`config.mk`:
```
export PLATFORM = sky130hd
export DESIGN_NAME = irq_gather
export DESIGN_NICKNAME = d
export VERILOG_FILES = /design/src/rtl/irq_gather_pkg.sv /design/src/rtl/irq_frame_src.sv /design/src/rtl/irq_err_sum.sv /design/src/rtl/irq_gather.sv
export SDC_FILE = /design/constraint.sdc
export NUM_CORES = 1
export LEC_CHECK = 0
export BUFFER_PORTS_ARGS = -buffer_cell sky130_fd_sc_hd__buf_4
export CAP_MARGIN = 20
export CORE_MARGIN = 5
export CORE_UTILIZATION = 49
export CTS_CLUSTER_DIAMETER = 50
export DETAILED_ROUTE_END_ITERATION = 12
export GPL_TIMING_DRIVEN = 0
export PLACE_DENSITY = 0.75
export SLEW_MARGIN = 20
export SYNTH_ARGS = -nofsm -noshare
export SYNTH_HDL_FRONTEND = slang
export SYNTH_SLANG_ARGS = --single-unit
```
`constraint.sdc`:
```
create_clock -name clk -period 1.28 [get_ports clk]
set_clock_uncertainty 0.15 [all_clocks]
set_input_delay 0.064 -clock clk [delete_from_list [all_inputs] [get_ports clk]]
set_output_delay 0.064 -clock clk [all_outputs]
set_load 0.1 [all_outputs]
```
`src/rtl/irq_gather_pkg.sv`:
```
package irq_gather_pkg;
    // register offsets; the bench and software depend on these values
    localparam int unsigned OFF_MASK  = 0;
    localparam int unsigned OFF_REQ   = 1;
    localparam int unsigned OFF_CLR   = 2;
    localparam int unsigned OFF_ESTAT = 3;
    localparam int unsigned OFF_EEN   = 4;
    localparam int unsigned OFF_LAST  = OFF_EEN;

    typedef enum logic [2:0] {
        SEL_MASK  = 3'd0,
        SEL_REQ   = 3'd1,
        SEL_CLR   = 3'd2,
        SEL_ESTAT = 3'd3,
        SEL_EEN   = 3'd4,
        SEL_NONE  = 3'd7
    } reg_sel_e;
endpackage

```
`src/rtl/irq_frame_src.sv`:
```
// One frame-aligned source: remembers a rising edge until the frame strobe.
module irq_frame_src (
    input  logic clk,
    input  logic rst_n,
    input  logic evt,
    input  logic frame,
    output logic fire
);
    typedef struct packed {
        logic prev;
        logic armed;
    } src_st_t;

    src_st_t st_d, st_q;
    logic    rise;

    always_comb begin
        rise        = evt & ~st_q.prev;
        fire        = frame & (st_q.armed | rise);
        st_d.prev   = evt;
        st_d.armed  = (st_q.armed | rise) & ~fire;
    end

    always_ff @(posedge clk or negedge rst_n) begin
        if (!rst_n) st_q <= '0;
        else        st_q <= st_d;
    end
endmodule

```
`src/rtl/irq_err_sum.sv`:
```
// Error summary: latches status, ORs enabled inputs, fires on the rising OR.
module irq_err_sum #(
    parameter int unsigned N = 3
) (
    input  logic         clk,
    input  logic         rst_n,
    input  logic [N-1:0] err,
    input  logic [N-1:0] en,
    input  logic         rd_clr,
    output logic [N-1:0] status,
    output logic         fire
);
    typedef struct packed {
        logic [N-1:0] status;
        logic         prev_any;
    } err_st_t;

    err_st_t st_d, st_q;
    logic    any_en;

    always_comb begin
        any_en        = |(err & en);
        fire          = any_en & ~st_q.prev_any;
        st_d.prev_any = any_en;
        st_d.status   = rd_clr ? err : (st_q.status | err);
        status        = st_q.status;
    end

    always_ff @(posedge clk or negedge rst_n) begin
        if (!rst_n) st_q <= '0;
        else        st_q <= st_d;
    end
endmodule

```
`src/rtl/irq_gather.sv`:
```
module irq_gather
    import irq_gather_pkg::*;
#(
    parameter int unsigned NCH    = 3,
    parameter int unsigned ADDR_W = 8,
    parameter int unsigned DW     = 8
) (
    input  logic              clk,
    input  logic              rst_n,
    input  logic [NCH-1:0]    tx_frame,
    input  logic [NCH-1:0]    rx_frame,
    input  logic [NCH-1:0]    tx_evt,
    input  logic [NCH-1:0]    rx_evt,
    input  logic [NCH-1:0]    tx_err,
    input  logic [NCH-1:0]    rx_err,
    input  logic              pll_err,
    input  logic [ADDR_W-1:0] reg_addr,
    input  logic [DW-1:0]     reg_wdata,
    input  logic              reg_wr,
    input  logic              reg_rd,
    output logic [DW-1:0]     reg_rdata,
    output logic              irq_oe,
    output logic              irq_drv
);
    localparam int unsigned NFR  = 2 * NCH;
    localparam int unsigned NSRC = NFR + 2;
    localparam int unsigned ESW  = NFR + 1;

    typedef struct packed {
        logic [NSRC-1:0] mask;
        logic [NSRC-1:0] req;
        logic [ESW-1:0]  een;
        logic            oe;
        logic [DW-1:0]   rdata;
    } top_st_t;

    top_st_t         st_d, st_q;
    logic [NFR-1:0]  frame_fire;
    logic [NFR-1:0]  frame_vec;
    logic            tx_err_fire, rx_err_fire;
    logic [NCH-1:0]  tx_status;
    logic [NCH:0]    rx_status;
    logic [ESW-1:0]  err_status;
    logic [ESW-1:0]  err_vec;
    logic [NSRC-1:0] set_vec;
    logic [NSRC-1:0] req_now;
    logic [NSRC-1:0] clr_keep;
    reg_sel_e        sel;
    logic            rd_estat;

    assign frame_vec = {rx_frame, tx_frame};
    assign err_vec   = {pll_err, rx_err, tx_err};

    // address decode
    always_comb begin
        if      (reg_addr == ADDR_W'(OFF_MASK))  sel = SEL_MASK;
        else if (reg_addr == ADDR_W'(OFF_REQ))   sel = SEL_REQ;
        else if (reg_addr == ADDR_W'(OFF_CLR))   sel = SEL_CLR;
        else if (reg_addr == ADDR_W'(OFF_ESTAT)) sel = SEL_ESTAT;
        else if (reg_addr == ADDR_W'(OFF_EEN))   sel = SEL_EEN;
        else                                     sel = SEL_NONE;
    end

    assign rd_estat = reg_rd && (sel == SEL_ESTAT);

    // frame-aligned sources
    for (genvar g = 0; g < NCH; g++) begin : g_ch
        irq_frame_src u_tx (
            .clk   (clk),
            .rst_n (rst_n),
            .evt   (tx_evt[g]),
            .frame (tx_frame[g]),
            .fire  (frame_fire[g])
        );
        irq_frame_src u_rx (
            .clk   (clk),
            .rst_n (rst_n),
            .evt   (rx_evt[g]),
            .frame (rx_frame[g]),
            .fire  (frame_fire[NCH+g])
        );
    end

    // error summaries
    irq_err_sum #(.N(NCH)) u_tx_err (
        .clk    (clk),
        .rst_n  (rst_n),
        .err    (tx_err),
        .en     (st_q.een[NCH-1:0]),
        .rd_clr (rd_estat),
        .status (tx_status),
        .fire   (tx_err_fire)
    );

    irq_err_sum #(.N(NCH+1)) u_rx_err (
        .clk    (clk),
        .rst_n  (rst_n),
        .err    ({pll_err, rx_err}),
        .en     (st_q.een[ESW-1:NCH]),
        .rd_clr (rd_estat),
        .status (rx_status),
        .fire   (rx_err_fire)
    );

    assign err_status = {rx_status, tx_status};
    assign set_vec    = {rx_err_fire, tx_err_fire, frame_fire};

    // next state
    always_comb begin
        st_d     = st_q;
        clr_keep = '1;

        if (reg_wr && sel == SEL_MASK) st_d.mask = reg_wdata[NSRC-1:0];
        if (reg_wr && sel == SEL_EEN)  st_d.een  = reg_wdata[ESW-1:0];
        if (reg_wr && sel == SEL_CLR)  clr_keep  = reg_wdata[NSRC-1:0];

        // a new event beats a clear in the same cycle
        st_d.req = (st_q.req & clr_keep) | set_vec;
        st_d.oe  = |(st_d.req & ~st_d.mask);

        if (reg_rd) begin
            unique case (sel)
                SEL_MASK:  st_d.rdata = DW'(st_q.mask);
                SEL_REQ:   st_d.rdata = DW'(st_q.req);
                SEL_ESTAT: st_d.rdata = DW'(err_status);
                SEL_EEN:   st_d.rdata = DW'(st_q.een);
                default:   st_d.rdata = '0;
            endcase
        end
    end

    always_ff @(posedge clk or negedge rst_n) begin
        if (!rst_n) begin
            st_q.mask  <= '1;
            st_q.req   <= '0;
            st_q.een   <= '0;
            st_q.oe    <= 1'b0;
            st_q.rdata <= '0;
        end else begin
            st_q <= st_d;
        end
    end

    assign req_now   = st_q.req;
    assign reg_rdata = st_q.rdata;
    assign irq_oe    = st_q.oe;
    assign irq_drv   = 1'b0;
endmodule

```
Yosys cells after proc, flatten, opt, wreduce, memory -nomap -nowiden
Index checks and enable logic that the tools add are counted.
W data, S select, Z words.
Storage, ports and cells
  ROM bits: 0
  bits in latches: 0
  memories kept: 0
  logic and storage cells: 96
  register bits after elaboration: 53
  output and inout port bits: 10
  bits of input ports: 39
  RAM bits: 0
Operators by class
  mux-type cells: 10
  add/sub/neg operators: 0
  divide/modulo/power cells: 0
  equality and inequality tests: 8
  reductions and logical operators: 9
  shift operators: 0
  $lt $le $gt $ge: 0
  bitwise gates (word level): 48
  multipliers: 0
Operator list (number)
  $pmux W8 S4: 1
  $and A1 B1 Y1: 20
  $and A8 B8 Y8: 2
  $eq A8 B2 Y1 const B: 2
  $mux W8: 2
  $mux W3: 5
  $not A1 Y1: 14
  $eq A8 B1 Y1 const B: 1
  $eq A8 B3 Y1 const B: 1
  $logic_not A8 Y1: 1
  $not A8 Y8: 1
  $or A8 B8 Y8: 1
  $reduce_or A8 Y1: 1
  $eq A3 B2 Y1 const B: 2
  $or A1 B1 Y1: 6
  $and A4 B4 Y4: 1
  $logic_and A1 B1 Y1: 4
  $mux W4: 1
  $or A4 B4 Y4: 1
  $reduce_or A4 Y1: 1
  $and A3 B3 Y3: 1
  $eq A3 B1 Y1 const B: 1
  $eq A3 B3 Y1 const B: 1
  $logic_not A3 Y1: 1
  other kinds (3): 3

Longest topological paths before layout
Gate-level depths: netlist of run 1.
  depth in word-level cells: 13
  gate-level depth with buffers: 7
  gate-level depth less buffers: 5

By module
From an unflattened synthesis of run 1, not the netlist that was laid out.
Second synthesis, totals
  cell total of the unflattened synthesis: 209
  area total of the unflattened synthesis: 2492.4 um2
By module, submodules not included
  irq_gather: sequential area each 810.8 um2, instances 1, cells an instance 147, area an instance 1612.8 um2
  irq_frame_src: sequential area each 50.0 um2, instances 6, cells an instance 5, area an instance 81.3 um2
  irq_err_sum (u_rx_err): sequential area each 125.1 um2, instances 1, cells an instance 18, area an instance 225.2 um2
  irq_err_sum (u_tx_err): sequential area each 100.1 um2, instances 1, cells an instance 14, area an instance 166.4 um2

Worst setup path after synthesis of run 1
No wires, ideal clock.
  kind: input to register
  start: input reg_addr[3]
  end: register u_rx_err.st_q, in the netlist u_rx_err.status[0]
  setup slack: -368 ps
  arrival: 1380 ps
  path buffers: 1
  stages on the path: 5
  setup time: 118 ps
  required time: 1012 ps
  path through: or3_1 -> buf_6 -> nor4b_4 -> nand3_4 -> a21o_1
RTL lines
  from (decl): line irq_gather.sv:17  | input logic [ADDR_W-1:0] reg_addr,
  to (signal assigned): line irq_err_sum.sv:31  | else st_q <= st_d;
  to (decl): line irq_err_sum.sv:18  | err_st_t st_d, st_q;

==> results.toml, run 1 <==
[die]
rows = 25
coreArea_um2 = 4720
dieArea_um2 = 6390
die_h_um = 80.0
io_pins = 49
initial_utilization_pct = 50.8
die_w_um = 80.0

[yosys]
syn_inst = 192
synth-seq-cells = 53
ys_seq_area_share_pct = 55.7
synth_area_leaders = "dfrtp_1 47%, dfstp_2 8.8%, mux2_2 7.5%, a222oi_1 3.3%, o41ai_1 2.9%"
syn_nets = 231
yosysUniqueCellTypes = 37
avgSynthCellArea_um2 = 12.5
yosysTopAreaCellShare_pct = 46.9
synthesis.area_um2 = 2400
synth_warnings = 0
synth_largest_area_cell = "dfrtp_1"

[route]
wl_per_cell_um = 16.5
drc = 0
ant_nets = 0
vias = 1869
vias_per_cell = 5.26
routed_wl_mm = 5.86
dr.pass1.iters = 4
first_iter_violations = 127

[power_and_ir_drop]
vdd_drop_max_v = 0.000852
p_leak_uw = 0.00159
power_density_nw_per_um2 = 919

[grt]
grt.total_usage_pct = 19.0
antenna_found_initial = 0
grt_pass1_wl_mm = 9.20
use_met2_pct = 32.5
grt-busiest-layer = "met2"
grt_start_max_net_pins = 54
grt_pass1_vias = 1923
grt_use_met3_pct = 4.40
met1_usage_pct = 23.9
grt_overflow = 0

[finish]
layout_common_cells = "57 x buf_4, 45 x dfrtp_1, 28 x dlygate4sd3_1, 17 x inv_1, 16 x buf_6"
mostFrequentLayoutCell = "buf_4"
fin_util_pct = 73.7
n_antenna_cell = 0
fin_area_um2 = 3480
seqCellArea_um2 = 1340
area_growth_pct = 45.1
fillers = 341
layout.nets = 326
multiInputGateArea_um2 = 993
drive_gt1_share_pct = 46.5
layout.cells.non_filler = 355

[run_status]
violations = "negative hold slack, negative setup slack"
status = "complete, but fails checks"

[cts]
clk_pin_slew_ps = 100
cts_root_buffer = "clkbuf_8"
clk_latency_ps = 310
cts_tree = "yes"
cts_max_level = 2
cts_buffers = 5
clk_path_buf_depth = 2
clock-sinks = 53

[placed_design]
gp_congestion = 0.829
placed_area_um2 = 2840
dp_hpwl_mm = 3.65
place_ws_ps = -783
place_inst = 305
io_buffers = 46

[run]
cap_violations = 0

[critical_path]
path_class = "in -> reg"
cp-start-kind = "input pin"
worstRegToRegCells = 5
worstPathMaxFanout = 3
crit_path_end_kind = "flip-flop"
cp.arrival_ps = 1570
cp.required_ps = 1320

[sta]
max_freq_mhz = 655
finalCriticalPeriod_ps = 1530
rsz0062_at_grt = "yes"
maxSlewHeadroom_pct = 55.0
slew_violations = 0
worst_slew_pin_slew_ps = 675
fin_crit_sh_pct = 119
hold_ws_ps = -129
finalSetupViolCount = 17
setup_slack_ps = -247
hold_violations = 3

[worst_hold_path]
min_path_cells = 3
hold_path_class = "in -> reg"
==> layout make-up <==
| class | count | area share [%] |
|---|---|---|
| Buffer | 15 | 3.60 |
| Clock buffer | 6 | 2.09 |
| Clock inverter | 2 | 0.396 |
| Inverter | 18 | 1.94 |
| Multi-Input combinational cell | 105 | 28.6 |
| Sequential cell | 53 | 38.4 |
| Tap cell | 67 | 2.41 |
| Timing Repair Buffer | 89 | 22.6 |
==> state kept, by name, indices dropped and copies added (netlist names) <==
name	cells
reg_rdata	8
g_ch.u_tx.st_q	6
st_q	15
req_now	8
u_tx_err.status	3
u_rx_err.status	4
irq_oe	1
g_ch.u_rx.st_q	6
u_rx_err.st_q	1
u_tx_err.st_q	1
==> kinds of logic (layout without fill, tap and decap cells) <==
family / after synthesis / count (layout) / share of synthesized area [%]
flops: 53 / 53 / 55.7
buf+inv: 34 / 130 / 7.77
compound gates: 53 / 53 / 17.5
simple gates: 29 / 29 / 8.61
mux: 22 / 22 / 10.2
other cells: 1 / 1 / 0.156
==> cells in the mapped netlist <==
master,number
o21ai_0,7
and2_1,3
a21o_1,8
nor3_1,1
mux2i_1,5
o22ai_1,8
nor4b_4,1
a222oi_1,8
o21ba_2,6
nand4b_1,1
clkbuf_1,2
nor4_4,1
o2111ai_1,1
nand2_1,8
dfstp_2,8
nand4_1,1
o41ai_1,8
buf_2,1
mux2_2,16
nor2_1,2
nor2b_1,6
or3_1,1
a32oi_1,1
buf_6,3
clkbuf_2,1
inv_1,18
mux2_4,1
buf_4,9
dfrtp_1,45
o22a_1,1
or2_2,1
nand4bb_1,1
and3_1,1
a22oi_1,4
a2bb2oi_1,1
conb_1,1
nand3_4,1
==> metrics by stage <==
step | TNS (ps) | hold WS (ps) | power (uW)
2_1_floorplan | -5110 | -382 | 1970
3_3_place_gp | -16650 | -13.1 | 2150
3_5_place_dp | -16490 | -4.56 | 2150
4_1_cts | -1840 | -212 | 3190
5_1_grt | -3030 | -133 | 3360
6_report | -2150 | -129 | 3200
==> path summary, 6_finish.rpt <==
path,from,endpoint,slack [ps]
min in group asynchronous,rst_n,reg_rdata[0],180
max,reg_wdata[6],irq_oe,-250
max in group asynchronous,rst_n,st_q[13],350
min reg2reg,u_tx_err.st_q[0],req_now[6],320
max reg2reg,st_q[9],irq_oe,-220
min,reg_wdata[4],st_q[28],-130
==> metal layers <==
metal	up-vias	part of all wire [%]
met5	-	0
met4	0	1.5
met3	9	6.1
met2	55	51
met1	916	41
li1	889	-
==> repair_timing <==
item / in CTS / in global routing
hold buffers: 23 / 5
endpoints found under the hold margin: 96 / 15
gates resized for setup: 18 / 20
buffers inserted: 12 / 2
cloned: 1 / 0
pin swaps: 20 / 6
endpoints found under the setup margin: 20 / 33
==> critical path, cell delays in order <==
cell           delay [ps]
buf_4                 110
dlygate4sd3_1         610
o41ai_2               400
o21ai_2               120
a2bb2oi_2             160
nand4_1               110
==> power by group <==
| group | internal, uW | total, uW | leakage, uW | switching (uW) |
|---|---|---|---|---|
| registers | 1760 | 1800 | 0.000609 | 41.3 |
| logic | 248 | 455 | 0.000939 | 207 |
| clock network | 391 | 945 | 0.0000456 | 554 |
Power figures use the tool's default switching activity.
==> run 2, diff against run 1 <==
==> constraint.sdc (replaced) <==
create_clock -name clk -period 1.3 [get_ports clk]
set_clock_uncertainty 0.15 [all_clocks]
set_input_delay 0.065 -clock clk [delete_from_list [all_inputs] [get_ports clk]]
set_output_delay 0.065 -clock clk [all_outputs]
set_load 0.1 [all_outputs]
==> results.toml, run 2 (same netlist as run 1, synthesis figures left out) <==
[sta]
hold_violations = 4
fin_tns_setup_ps = -1660
finalSetupViolCount = 16
worst_slew_pin_slew_ps = 675
finalCriticalPeriod_ps = 1520
hold_ws_ps = -131
rsz0062_at_grt = "yes"
slew_violations = 0
setup_slack_ps = -218
max_freq_mhz = 659
fin_crit_sh_pct = 117
maxSlewHeadroom_pct = 55.0

[route]
ant_nets = 0
wl_per_cell_um = 16.3
drc = 0
vias = 1841
first_iter_violations = 128
vias_per_cell = 5.20
dr.pass1.iters = 4
routed_wl_mm = 5.76

[grt]
grt_overflow = 0
grt.total_usage_pct = 19.0
grt_start_max_net_pins = 54
grt_pass1_wl_mm = 9.18
antenna_found_initial = 0
grt_pass1_vias = 1916

[die]
initial_utilization_pct = 50.8
io_pins = 49
die_w_um = 80.0
rows = 25
dieArea_um2 = 6390
die_h_um = 80.0
coreArea_um2 = 4720

[finish]
area_growth_pct = 43.5
layout.nets = 325
fin_util_pct = 72.9
layout_common_cells = "59 x buf_4, 45 x dfrtp_1, 28 x dlygate4sd3_1, 18 x inv_1, 14 x mux2_2"
regMostFlops = "st_q"
mostFrequentLayoutCell = "buf_4"
largest_reg_flops = 15
n_antenna_cell = 0
drive_gt1_share_pct = 45.3
fillers = 347
layout.cells.non_filler = 354

[cts]
clock-sinks = 53
cts_max_level = 2
cts_buffers = 5
clk_pin_slew_ps = 100
clk_path_buf_depth = 2
cts_root_buffer = "clkbuf_8"
clk_latency_ps = 310
cts_tree = "yes"

[run]
cap_violations = 0

[critical_path]
r2r_slack_ps = -190
cp-start-kind = "input pin"
path_class = "in -> reg"
worstPathMaxFanout = 3
crit_chain = "buf_4 > dlygate4sd3_1 > o41ai_2 > o21ai_2 > a2bb2oi_2 > nand4_1"
max_stage_delay_ps = 610
cp.required_ps = 1340
critical_path_buf_inv_count = 2
rr_startpoint = "st_q[9]"
crit_path_top_delay_cell = "dlygate4sd3_1"
timing.rr.end = "irq_oe"
crit_path_end_kind = "flip-flop"
cp.arrival_ps = 1560
worstRegToRegCells = 5
crit_family = "buffers and inverters"

[placed_design]
dp_hpwl_mm = 3.65
io_buffers = 46
place_inst = 305
place_ws_ps = -764
gp_congestion = 0.829

[run_status]
violations = "negative hold slack, negative setup slack"
status = "complete, but fails checks"

[worst_hold_path]
min_path_cells = 3
holdPathEnd = "st_q[28]"
hp-start = "reg_wdata[4]"
hold_path_class = "in -> reg"

[power_and_ir_drop]
power_density_nw_per_um2 = 912
vdd_drop_max_v = 0.000834
p_leak_uw = 0.00158
-- run 2: cell count changes in the layout (fill, tap and decap cells not counted) --
cell | previous run | this run
and3_1 | 0 | 1
and3_4 | 1 | 0
buf_2 | 0 | 1
buf_4 | 57 | 59
buf_6 | 16 | 12
inv_1 | 17 | 18
inv_2 | 1 | 0
o21ai_0 | 5 | 6
o21ai_1 | 1 | 0
o41ai_1 | 2 | 3
o41ai_2 | 5 | 4
-- run 2: what timing repair did --
| item | in CTS | in global routing |
|---|---|---|
| pin swaps | 20 | 5 |
| setup endpoints to repair | 17 | 29 |
| gates cloned | 1 | 0 |
| buffers inserted | 12 | 1 |
| hold buffers | 23 | 5 |
| resized for setup | 17 | 11 |
| endpoints found under the hold margin | 96 | 15 |
-- run 2: through the flow --
step | power [uW] | cell area (um^2)
floorplan | 1940 | 2410
global placement | 2110 | 2840
detailed placement | 2120 | 2840
CTS | 3140 | 3340
global route | 3290 | 3440
finish | 3140 | 3440
-- run 2: where the power goes --
group,internal [uW],switching [uW],leakage (uW)
Sequential,1730,40.3,0.000609
Combinational,242,201,0.000924
Clock,385,542,0.0000456
Total,2360,783,0.00158
-- run 2: final cells by class --
type	count	area [um^2]	area share, %
Sequential cell	53	1340	38.8
Multi-Input combinational cell	105	981	28.5
Timing Repair Buffer	88	762	22.1
Buffer	15	125	3.64
Tap cell	67	83.8	2.44
Clock buffer	6	72.6	2.11
Inverter	18	67.6	1.96
Clock inverter	2	13.8	0.400
-- run 2: metal layers --
metal / track usage [%] / vias to the layer above / part of all wire [%]
met5: 0 / - / 0
met4: 5.74 / 0 / 1.3
met3: 4.40 / 9 / 5.2
met2: 32.5 / 46 / 51
met1: 23.9 / 896 / 42
li1: - / 890 / -
-- run 2: worst max-delay path by stage --
stage / start / end / slack, ps / cells past startpoint
finish: reg_wdata[6] / irq_oe / -220 / 6
global route: st_q[9] / irq_oe / -290 / 5
CTS: st_q[11] / irq_oe / -170 / 5
detailed placement: reg_addr[7] / u_rx_err.status[1] / -760 / 6
global placement: reg_addr[7] / u_rx_err.status[1] / -790 / 6
floorplan: reg_addr[3] / u_rx_err.status[0] / -340 / 5
-- run 2: tightest hold or removal path: stages --
cell and delay, ps:
buf_4 100, mux2i_1 80, inv_1 60
==> run 3, diff against run 2 <==
--- a/config.mk
+++ b/config.mk
@@ -7,12 +7,13 @@
 export LEC_CHECK = 0
 export BUFFER_PORTS_ARGS = -buffer_cell sky130_fd_sc_hd__buf_4
 export CAP_MARGIN = 20
-export CORE_MARGIN = 5
-export CORE_UTILIZATION = 49
+export CORE_MARGIN = 1
+export CORE_UTILIZATION = 55
+export CTS_BUF_LIST = sky130_fd_sc_hd__clkbuf_2 sky130_fd_sc_hd__clkbuf_4 sky130_fd_sc_hd__clkbuf_8
 export CTS_CLUSTER_DIAMETER = 50
 export DETAILED_ROUTE_END_ITERATION = 12
 export GPL_TIMING_DRIVEN = 0
-export PLACE_DENSITY = 0.75
+export PLACE_DENSITY = 0.8
 export SLEW_MARGIN = 20
 export SYNTH_ARGS = -nofsm -noshare
 export SYNTH_HDL_FRONTEND = slang
==> constraint.sdc (replaced) <==
create_clock -name clk -period 1.5 [get_ports clk]
set_clock_uncertainty 0.15 [all_clocks]
set_input_delay 0.075 -clock clk [delete_from_list [all_inputs] [get_ports clk]]
set_output_delay 0.075 -clock clk [all_outputs]
set_load 0.1 [all_outputs]
==> results.toml, run 3 (same netlist as run 1, synthesis figures left out) <==
[run_status]
status = "complete, but fails checks"
violations = "negative hold slack, negative setup slack"

[cts]
clock-sinks = 53
clk_pin_slew_ps = 90
cts_max_level = 2
cts_tree = "yes"
clk_path_buf_depth = 2
clk_latency_ps = 300
cts_buffers = 5
cts_root_buffer = "clkbuf_8"

[route]
first_iter_violations = 185
wl_per_cell_um = 18.8
routed_wl_mm = 6.32
vias = 1942
dr.pass1.iters = 6
drc = 0
ant_nets = 0
vias_per_cell = 5.78

[sta]
worst_slew_pin_slew_ps = 750
max_freq_mhz = 645
setup_slack_ps = -50.1
maxSlewHeadroom_pct = 50.0
finalSetupViolCount = 3
hold_violations = 7
hold_ws_ps = -115
finalCriticalPeriod_ps = 1550
slew_violations = 0
rsz0062_at_grt = "yes"
fin_crit_sh_pct = 103

[placed_design]
io_buffers = 46
gp_congestion = 0.807
placed_area_um2 = 2810
dp_hpwl_mm = 3.60
place_ws_ps = -659

[critical_path]
cp-start-kind = "flip-flop"
rr_startpoint = "req_now[1]"
cp.arrival_ps = 1550
cp.required_ps = 1500
worstPathMaxFanout = 2
path_class = "reg -> reg"
worstRegToRegCells = 3
timing.rr.end = "reg_rdata[1]"
crit_path_end_kind = "flip-flop"
r2r_slack_ps = -50
startpoint = "req_now[1]"

[finish]
fin_area_um2 = 3410
drive_gt1_share_pct = 45.5
mostFrequentLayoutCell = "buf_4"
regMostFlops = "st_q"
largest_reg_flops = 15
layout.nets = 325
n_antenna_cell = 0
fin_util_pct = 83.4
area_growth_pct = 42.1
layout_common_cells = "66 x buf_4, 45 x dfrtp_1, 28 x dlygate4sd3_1, 18 x inv_1, 13 x mux2_2"

[worst_hold_path]
hp-start = "reg_wdata[2]"
hold_path_class = "in -> reg"
min_path_cells = 2
holdPathEnd = "st_q[11]"

[die]
die_h_um = 68.0
die_w_um = 68.0
coreArea_um2 = 4090
rows = 23
initial_utilization_pct = 58.7
dieArea_um2 = 4630
io_pins = 49

[power_and_ir_drop]
power_density_nw_per_um2 = 793
clkPwrFrac_pct = 29.0
p_sw_uw = 659
p_int_uw = 2040
vdd_drop_max_v = 0.000870
p_leak_uw = 0.00160
p_seq_share_pct = 56.8
p_comb_share_pct = 14.2
power_uw = 2700
switching_share_pct = 24.4

[run]
cap_violations = 0

[grt]
grt_pass1_wl_mm = 9.02
grt_pass1_vias = 1874
grt_start_max_net_pins = 54
grt_overflow = 0
antenna_found_initial = 0
grt.total_usage_pct = 27.9
==> run 3: changes by cell type in the layout (fill, tap and decap cells not counted), moves of 2 or more <==
cell	before	now
buf_6	12	4
o41ai_1	3	1
buf_4	59	66
o41ai_2	4	6
==> run 3: worst max-delay path, cell delays in order (launching register included) <==
cell,delay [ps]
dfrtp_1,390
mux2_4,270
a222oi_1,460
o22ai_1,140
==> run 3: what timing repair did <==
item / CTS / global route
cloned: 0 / 1
hold endpoints to repair: 95 / 10
setup buffers: 6 / 7
hold buffers: 26 / 3
pin swaps: 7 / 18
endpoints found under the setup margin: 23 / 15
gates resized for setup: 9 / 15
==> run 3: worst max path at each step <==
stage | to | slack (ps)
finish | reg_rdata[1] | -50
global placement | u_tx_err.status[1] | -650
detailed placement | u_rx_err.status[0] | -660
floorplan | u_rx_err.status[0] | -150
global route | reg_rdata[4] | -110
CTS | irq_oe | -20
==> run 3: layout make-up <==
| cell class | count | area, um^2 |
|---|---|---|
| clock inverter | 1 | 5.00 |
| timing repair buffer | 88 | 756 |
| buffer | 15 | 119 |
| tap | 50 | 62.6 |
| multi-input combinational | 105 | 986 |
| sequential | 53 | 1340 |
| fill | 225 | 678 |
| clock buffer | 6 | 76.3 |
| inverter | 18 | 67.6 |
==> run 3: power by group through the flow <==
stage          Combinational (uW)  Sequential, uW  Clock, uW
3_3_place_gp                  273            1550          0
5_1_grt                       411            1540        862
4_1_cts                       351            1530        785
2_1_floorplan                 133            1550          0
6_report                      383            1530        784
3_5_place_dp                  279            1560          0
==> run 3: metrics by stage <==
stage | instances | TNS [ps]
2_1_floorplan | 192 | -1600
3_3_place_gp | 288 | -12560
3_5_place_dp | 288 | -13100
4_1_cts | 326 | -18.3
5_1_grt | 336 | -385
6_report | 336 | -110
==> run 3: per-layer routing <==
| metal | track usage, % | share of wire, % |
|---|---|---|
| met1 | 35.5 | 40 |
| met2 | 46.1 | 51 |
| met3 | 5.83 | 6.7 |
| met4 | 11.5 | 1.8 |
| met5 | 0 | 0 |
